File: src/rtl/mbist_pkg.sv
// Package: shared types and the encoded march algorithm for the test engine.
// Assumes three elements with at most three operations each.
package mbist_pkg;

    localparam int ELEM_W   = 2;
    localparam int OP_W     = 2;
    localparam int NUM_ELEM = 3;

    // One march operation: read or write, and whether the background is inverted
    typedef struct packed {
        logic is_rd;
        logic inv;
    } march_op_t;

    typedef enum logic [1:0] {
        ST_IDLE  = 2'd0,
        ST_RUN   = 2'd1,
        ST_DRAIN = 2'd2,
        ST_DONE  = 2'd3
    } seq_state_t;

    // Address direction of an element: only element 2 descends
    function automatic logic elem_descending(input logic [ELEM_W-1:0] e);
        return (e == 2'd2);
    endfunction

    // Number of operations of an element
    function automatic logic [OP_W-1:0] elem_len(input logic [ELEM_W-1:0] e);
        case (e)
            2'd0:    return 2'd1;
            2'd1:    return 2'd2;
            default: return 2'd3;
        endcase
    endfunction

    // Operation o of element e
    function automatic march_op_t elem_op(input logic [ELEM_W-1:0] e,
                                          input logic [OP_W-1:0]   o);
        march_op_t op;
        op = '{is_rd: 1'b0, inv: 1'b0};
        case (e)
            2'd0: op = '{is_rd: 1'b0, inv: 1'b0};
            2'd1: op = (o == 2'd0) ? '{is_rd: 1'b1, inv: 1'b0}
                                   : '{is_rd: 1'b0, inv: 1'b1};
            default: begin
                case (o)
                    2'd0:    op = '{is_rd: 1'b1, inv: 1'b1};
                    2'd1:    op = '{is_rd: 1'b0, inv: 1'b0};
                    default: op = '{is_rd: 1'b1, inv: 1'b0};
                endcase
            end
        endcase
        return op;
    endfunction

    // Bit bit_pos of background k: zero for k==0, else NOT bit (k-1) of bit_pos
    function automatic logic bg_bit(input int unsigned bit_pos, input int unsigned k);
        if (k == 0) return 1'b0;
        return (((bit_pos >> (k - 1)) & 1) == 0);
    endfunction

endpackage

File: src/rtl/mbist_bg_gen.sv
// Background generator: builds the data background word from its index.
// Assumes bg_idx stays below log2(DATA_W)+1; purely combinational.
module mbist_bg_gen #(
    parameter int DATA_W = 8,
    parameter int BG_W   = 2
) (
    input  logic [BG_W-1:0]   bg_idx,
    output logic [DATA_W-1:0] pattern
);
    import mbist_pkg::*;

    // One bit per generate instance, from the bit position and the index
    for (genvar g = 0; g < DATA_W; g++) begin : g_bit
        assign pattern[g] = bg_bit(g, 32'(bg_idx));
    end

endmodule

File: src/rtl/mbist_seq.sv
// Sequencer: walks backgrounds, elements, addresses and operations in order.
// Issues one operation per cycle in RUN; halt suppresses the current issue
// and ends the test. Assumes N = 2**ADDR_W words.
module mbist_seq #(
    parameter int ADDR_W = 4,
    parameter int NUM_BG = 4,
    parameter int BG_W   = 2
) (
    input  logic                        clk,
    input  logic                        rst_n,
    input  logic                        start,
    input  logic                        halt,
    output logic                        launch,
    output logic                        issue,
    output logic                        op_rd,
    output logic                        op_inv,
    output logic [ADDR_W-1:0]           addr,
    output logic [BG_W-1:0]             bg_idx,
    output logic [mbist_pkg::ELEM_W-1:0] elem_idx,
    output logic                        busy,
    output logic                        done
);
    import mbist_pkg::*;

    localparam logic [BG_W-1:0]   LAST_BG   = BG_W'(NUM_BG - 1);
    localparam logic [ELEM_W-1:0] LAST_ELEM = ELEM_W'(NUM_ELEM - 1);

    seq_state_t        state;
    logic [OP_W-1:0]   op_idx;
    logic [ELEM_W-1:0] elem_nxt;
    logic              desc, last_op, last_addr;
    march_op_t         cur_op;

    // Decode the current operation and the end-of-loop conditions
    always_comb begin
        cur_op    = elem_op(elem_idx, op_idx);
        desc      = elem_descending(elem_idx);
        elem_nxt  = elem_idx + 1'b1;
        last_op   = (op_idx == elem_len(elem_idx) - 2'd1);
        last_addr = desc ? (addr == '0) : (addr == '1);
    end

    assign launch = start && ((state == ST_IDLE) || (state == ST_DONE));
    assign issue  = (state == ST_RUN) && !halt;
    assign op_rd  = cur_op.is_rd;
    assign op_inv = cur_op.inv;
    assign busy   = (state == ST_RUN) || (state == ST_DRAIN);
    assign done   = (state == ST_DONE);

    // State and loop counters: operation, then address, then element, then background
    always_ff @(posedge clk) begin
        if (!rst_n) begin
            state    <= ST_IDLE;
            op_idx   <= '0;
            addr     <= '0;
            elem_idx <= '0;
            bg_idx   <= '0;
        end else begin
            case (state)
                ST_IDLE, ST_DONE: begin
                    if (start) begin
                        state    <= ST_RUN;
                        op_idx   <= '0;
                        addr     <= '0;
                        elem_idx <= '0;
                        bg_idx   <= '0;
                    end
                end
                ST_RUN: begin
                    if (halt) begin
                        state <= ST_DONE;
                    end else if (!last_op) begin
                        op_idx <= op_idx + 2'd1;
                    end else begin
                        op_idx <= '0;
                        if (!last_addr) begin
                            addr <= desc ? addr - 1'b1 : addr + 1'b1;
                        end else if (elem_idx != LAST_ELEM) begin
                            elem_idx <= elem_nxt;
                            addr     <= elem_descending(elem_nxt) ? '1 : '0;
                        end else if (bg_idx != LAST_BG) begin
                            bg_idx   <= bg_idx + 1'b1;
                            elem_idx <= '0;
                            addr     <= '0;
                        end else begin
                            state <= ST_DRAIN;
                        end
                    end
                end
                default: state <= ST_DONE;
            endcase
        end
    end

endmodule

File: src/rtl/mbist_cmp.sv
// Comparator: aligns the expected word with read data one cycle later,
// flags mismatches and records the first failure. Assumes one-cycle read latency.
module mbist_cmp #(
    parameter int ADDR_W = 4,
    parameter int DATA_W = 8,
    parameter int BG_W   = 2
) (
    input  logic                         clk,
    input  logic                         rst_n,
    input  logic                         clear,
    input  logic                         rd_issue,
    input  logic [DATA_W-1:0]            exp_word,
    input  logic [ADDR_W-1:0]            addr,
    input  logic [BG_W-1:0]              bg_idx,
    input  logic [mbist_pkg::ELEM_W-1:0] elem_idx,
    input  logic [DATA_W-1:0]            rdata,
    output logic                         mismatch,
    output logic                         fail_seen,
    output logic [ADDR_W-1:0]            fail_addr,
    output logic [BG_W-1:0]              fail_bg,
    output logic [mbist_pkg::ELEM_W-1:0] fail_elem
);
    import mbist_pkg::*;

    logic                rd_q;
    logic [DATA_W-1:0]   exp_q;
    logic [ADDR_W-1:0]   addr_q;
    logic [BG_W-1:0]     bg_q;
    logic [ELEM_W-1:0]   elem_q;

    // Read-valid pipeline stage
    always_ff @(posedge clk) begin
        if (!rst_n) rd_q <= 1'b0;
        else        rd_q <= rd_issue;
    end

    // Capture the expected word and location of each read
    always_ff @(posedge clk) begin
        if (!rst_n) begin
            exp_q  <= '0;
            addr_q <= '0;
            bg_q   <= '0;
            elem_q <= '0;
        end else if (rd_issue) begin
            exp_q  <= exp_word;
            addr_q <= addr;
            bg_q   <= bg_idx;
            elem_q <= elem_idx;
        end
    end

    assign mismatch = rd_q && (rdata != exp_q);

    // First-failure record, cleared by a new launch
    always_ff @(posedge clk) begin
        if (!rst_n || clear) begin
            fail_seen <= 1'b0;
            fail_addr <= '0;
            fail_bg   <= '0;
            fail_elem <= '0;
        end else if (mismatch && !fail_seen) begin
            fail_seen <= 1'b1;
            fail_addr <= addr_q;
            fail_bg   <= bg_q;
            fail_elem <= elem_q;
        end
    end

endmodule

File: src/rtl/mbist_march_engine.sv
// Top: march test engine for a single-port word RAM. Connects the sequencer,
// background generator and comparator. Assumes a RAM with one-cycle read latency.
module mbist_march_engine #(
    parameter  int ADDR_W = 4,
    parameter  int DATA_W = 8,
    localparam int NUM_BG = $clog2(DATA_W) + 1,
    localparam int BG_W   = (NUM_BG > 1) ? $clog2(NUM_BG) : 1
) (
    input  logic                         clk,
    input  logic                         rst_n,
    input  logic                         start,
    input  logic                         stop_on_fail,
    input  logic [DATA_W-1:0]            mem_rdata,
    output logic [ADDR_W-1:0]            mem_addr,
    output logic [DATA_W-1:0]            mem_wdata,
    output logic                         mem_we,
    output logic                         mem_re,
    output logic                         busy,
    output logic                         done,
    output logic                         pass,
    output logic [ADDR_W-1:0]            fail_addr,
    output logic [BG_W-1:0]              fail_bg,
    output logic [mbist_pkg::ELEM_W-1:0] fail_elem
);
    import mbist_pkg::*;

    logic                launch, issue, op_rd, op_inv, mismatch, fail_seen, halt;
    logic [BG_W-1:0]     bg_idx;
    logic [ELEM_W-1:0]   elem_idx;
    logic [DATA_W-1:0]   bg_word, op_word;

    assign halt = mismatch && stop_on_fail;

    mbist_seq #(.ADDR_W(ADDR_W), .NUM_BG(NUM_BG), .BG_W(BG_W)) u_seq (
        .clk      (clk),
        .rst_n    (rst_n),
        .start    (start),
        .halt     (halt),
        .launch   (launch),
        .issue    (issue),
        .op_rd    (op_rd),
        .op_inv   (op_inv),
        .addr     (mem_addr),
        .bg_idx   (bg_idx),
        .elem_idx (elem_idx),
        .busy     (busy),
        .done     (done)
    );

    mbist_bg_gen #(.DATA_W(DATA_W), .BG_W(BG_W)) u_bg (
        .bg_idx  (bg_idx),
        .pattern (bg_word)
    );

    // Word of the current operation: background or its complement
    assign op_word   = op_inv ? ~bg_word : bg_word;
    assign mem_wdata = op_word;
    assign mem_we    = issue && !op_rd;
    assign mem_re    = issue && op_rd;

    mbist_cmp #(.ADDR_W(ADDR_W), .DATA_W(DATA_W), .BG_W(BG_W)) u_cmp (
        .clk       (clk),
        .rst_n     (rst_n),
        .clear     (launch),
        .rd_issue  (mem_re),
        .exp_word  (op_word),
        .addr      (mem_addr),
        .bg_idx    (bg_idx),
        .elem_idx  (elem_idx),
        .rdata     (mem_rdata),
        .mismatch  (mismatch),
        .fail_seen (fail_seen),
        .fail_addr (fail_addr),
        .fail_bg   (fail_bg),
        .fail_elem (fail_elem)
    );

    assign pass = done && !fail_seen;

endmodule

File: config.mk
export PLATFORM = sky130hd
export DESIGN_NAME = mbist_march_engine
export DESIGN_NICKNAME = d
export VERILOG_FILES = /design/src/rtl/mbist_pkg.sv /design/src/rtl/mbist_bg_gen.sv /design/src/rtl/mbist_seq.sv /design/src/rtl/mbist_cmp.sv /design/src/rtl/mbist_march_engine.sv
export SDC_FILE = /design/constraint.sdc
export NUM_CORES = 1
export LEC_CHECK = 0
export ABC_CLOCK_PERIOD_IN_PS = 1940
export BUFFER_PORTS_ARGS = -buffer_cell sky130_fd_sc_hd__buf_4
export CORE_MARGIN = 2
export CORE_UTILIZATION = 50
export DETAILED_ROUTE_END_ITERATION = 6
export GPL_ROUTABILITY_DRIVEN = 1
export GPL_TIMING_DRIVEN = 0
export PLACE_DENSITY = 0.75
export SLEW_MARGIN = 20
export SYNTH_ARGS = -nofsm -noshare
export SYNTH_HDL_FRONTEND = slang
export SYNTH_SLANG_ARGS = --single-unit
File: constraint.sdc
create_clock -name clk -period 1.94 [get_ports clk]
set_input_delay 0.291 -clock clk [delete_from_list [all_inputs] [get_ports clk]]
set_output_delay 0.291 -clock clk [all_outputs]
set_load 0.005 [all_outputs]
==> results.toml <==
[sta]
final_min_period_over_clock_period_pct = 107
slew_viol_final = 0
rsz_0062_raised_after_global_routing = "true"
slew-limit-headroom_pct = 66.5
hold_viol = 0
timing_worst_slew_pin_value_ns = 0.503
min_setup_slack_post_route_ns = -0.138
achievable-frequency_mhz = 481
final.min_clock_period_ns = 2.08
finalSetupViolCount = 10
clock-skew-final_ns = 0.00632
setup_tns_ns = -0.585
finalHoldWorstSlack_ns = 0.299

[yosys]
syn-instance-count = 249
postSynthRegisterBits = 38
yosys.area_share.xor_xnor_pct = 6.44
seq_area_frac_synth_pct = 35.0
ys_async_sr_fraction_pct = 0
synth_top_family_by_area = "simple AND/OR/NAND/NOR gates"
synthSimpleGateAreaFrac_pct = 20.7
compound_gate_portion_of_the_synthesized_area_pct = 17.3
ys.warnings.count = 0
post_synth_instance_area_sq_um = 2170
synthesis.area_per_instance_sq_um = 8.73
muxShareOfSynthArea_pct = 6.90
netlist-cell-type-count = 48
post_synth_adder_cell_area_pct = 8.98
synth_enable_flop_cells = 0
postSynth.topFlopCell = "sky130_fd_sc_hd__dfxtp_1"
number_of_nets_produced_by_synthesis = 276

[cells_and_area]
leading_cell_type_in_the_layout_fill_and_taps_excluded = "sky130_fd_sc_hd__buf_4"
n_antenna_cell = 0
final_layout_size_suffix_gt1_share_pct = 39.4
fin_nets = 337
post_synthesis_to_final_layout_area_growth_pct = 40.4
final_core_util_pct = 74.7
fill_cells = 283
mostFrequentLayoutCells = "sky130_fd_sc_hd__buf_4 (47), sky130_fd_sc_hd__dfxtp_1 (29), sky130_fd_sc_hd__nand2_1 (25)"

[placed_design]
io_buffers = 35
final_gp_congestion = 0.831
dpl.hpwl_mm = 3.61
detailedPlace.worstSlack_ns = -0.401

[die]
core_region_area_sq_um = 4090
floorplan.initialDensity_pct = 53.2
die-width_microns = 70.0
floorplan.rows = 23
fp.dieArea_sq_um = 4890
io-pin-count = 37
die_y_microns = 70.0

[grt]
grt_pass1_vias = 1937
grt_antenna_before_repair = 0
grt_remaining_overflow = 0
grt_start_max_net_pins = 12
wire_length_of_the_first_global_routing_pass_mm = 9.25
grt_usage_pct = 23.4

[clock_network]
ctsHtreeMaxLevel = 2
cts_buffers = 5
tritoncts = "yes"
cts-root-buf = "sky130_fd_sc_hd__clkbuf_8"
clk_pin_slew_ns = 0.07
clock_sink_count = 38
clk_path_buf_depth = 2
clock_latency_ns = 0.29

[hold_path]
min_delay_path_depth = 3
min-delay-path-class = "primary input to register"

[setup_path]
cp.arrival_ns = 1.79
timing.critical_path.required_ns = 1.65
worst-setup-path-type = "register to output port"
critical_path.max_fanout = 2
end_kind = "output port"
setup.worst_path.start_class = "register"
worst_reg2reg_path_length_in_cells = 8

[power_and_ir_drop]
post-layout-total-power_mw = 2.36
total_leakage_power_nw = 1.34
vdd_drop_max_mv = 0.739
power_density_nw_per_um2 = 773

[detailed_routing]
detailedRoute.firstPassIterationCount = 4
wirelength_mm = 6.00
first_iter_violations = 178
num_vias = 2082
detail_routed_net_length_per_standard_cell_microns = 16.7
drt-vias-per-instance = 5.78
ant_nets = 0
drc = 0

[outcome]
failing_checks = "setup timing"
outcome = "finished with violations"

[run]
maxCapViolations = 0
## kinds of logic (layout without fill, tap and decap cells)
group	Yosys count	count (layout)
buffers and inverters	24	85
AND/OR/NAND/NOR	89	89
multiplexers	14	14
AO/OA/AOI/OAI	53	53
XOR/XNOR	16	16
flip-flops	38	38
adder cells (fa/ha/maj)	15	15
## synth_stat cells, drive strengths merged, types with 2 or more instances
cell | instances | area, sq um
dfxtp | 38 | 761
nand2 | 27 | 101
nand3 | 20 | 105
nor2 | 19 | 71.3
o21ai | 18 | 90.1
ha | 14 | 175
a21oi | 13 | 76.3
inv | 12 | 45.0
mux2i | 12 | 128
xor2 | 9 | 78.8
buf | 7 | 38.8
xnor2 | 7 | 61.3
o31ai | 6 | 45.0
clkbuf | 5 | 18.8
a31oi | 4 | 25.0
nand2b | 3 | 18.8
nand4 | 3 | 18.8
nor2b | 3 | 18.8
nor4 | 3 | 18.8
or3 | 3 | 23.8
a21o | 2 | 15.0
mux2 | 2 | 22.5
## repair_timing
item	4_1_cts	5_1_grt
resized for setup	49	23
endpoints found under the setup margin	43	40
setup buffers	12	8
hold buffers	0	0
pin swaps	18	10
cloned	0	1
## path summary, 6_finish.rpt
| check | from | end | slack [ns] |
|---|---|---|---|
| hold reg to reg | u_cmp.bg_q[0] | u_cmp.bg_q[0] | 0.47 |
| setup reg to reg | u_cmp.exp_q[7] | u_seq.bg_idx[0] | -0.13 |
| hold / removal | start | u_seq.state[1] | 0.30 |
| setup / recovery | u_cmp.exp_q[7] | mem_we | -0.14 |
## report_power, final
part,switching (mW),internal (mW),leakage (nW)
logic,0.462,0.354,0.969
registers,0.0559,0.805,0.312
clock network,0.272,0.411,0.0573
total,0.790,1.57,1.34
## area by class of cell
cell class | count | area [sq um] | area share (%)
multi-input combinational | 187 | 1510 | 49.5
sequential | 38 | 779 | 25.5
timing repair buffer | 55 | 465 | 15.2
clock buffer | 6 | 82.6 | 2.70
buffer | 11 | 67.6 | 2.21
tap | 50 | 62.6 | 2.05
inverter | 12 | 55.1 | 1.80
clock inverter | 1 | 30.0 | 0.983
## flip-flops by register name (all words and copies together) (netlist names), 4 cells and up
register,cells
u_cmp.addr_q,4
u_seq.addr,4
u_cmp.exp_q,8
u_cmp.fail_addr,4
## stage by stage
stage	instance area, sq um	cells
4_1_cts	2920	353
3_5_place_dp	2500	334
3_3_place_gp	2500	334
6_report	3050	360
2_1_floorplan	2170	249
5_1_grt	3050	360
## layer usage
layer | global-route usage (%) | up-vias | share of wire (%)
li1 | - | 995 | -
met1 | 28.2 | 998 | 42
met2 | 39.3 | 83 | 51
met3 | 6.93 | 6 | 6.2
met4 | 8.76 | 0 | 0.90
met5 | 0 | - | 0
## critical path: stages (launching register included)
cell and delay (ns):
sky130_fd_sc_hd__dfxtp_2 0.34, sky130_fd_sc_hd__xor2_1 0.15, sky130_fd_sc_hd__nor4_2 0.39, sky130_fd_sc_hd__a21bo_2 0.25, sky130_fd_sc_hd__buf_6 0.12, sky130_fd_sc_hd__nand2_2 0.05, sky130_fd_sc_hd__nor2_2 0.09, sky130_fd_sc_hd__buf_4 0.11
Note: power is estimated with default switching activity, not from simulation.
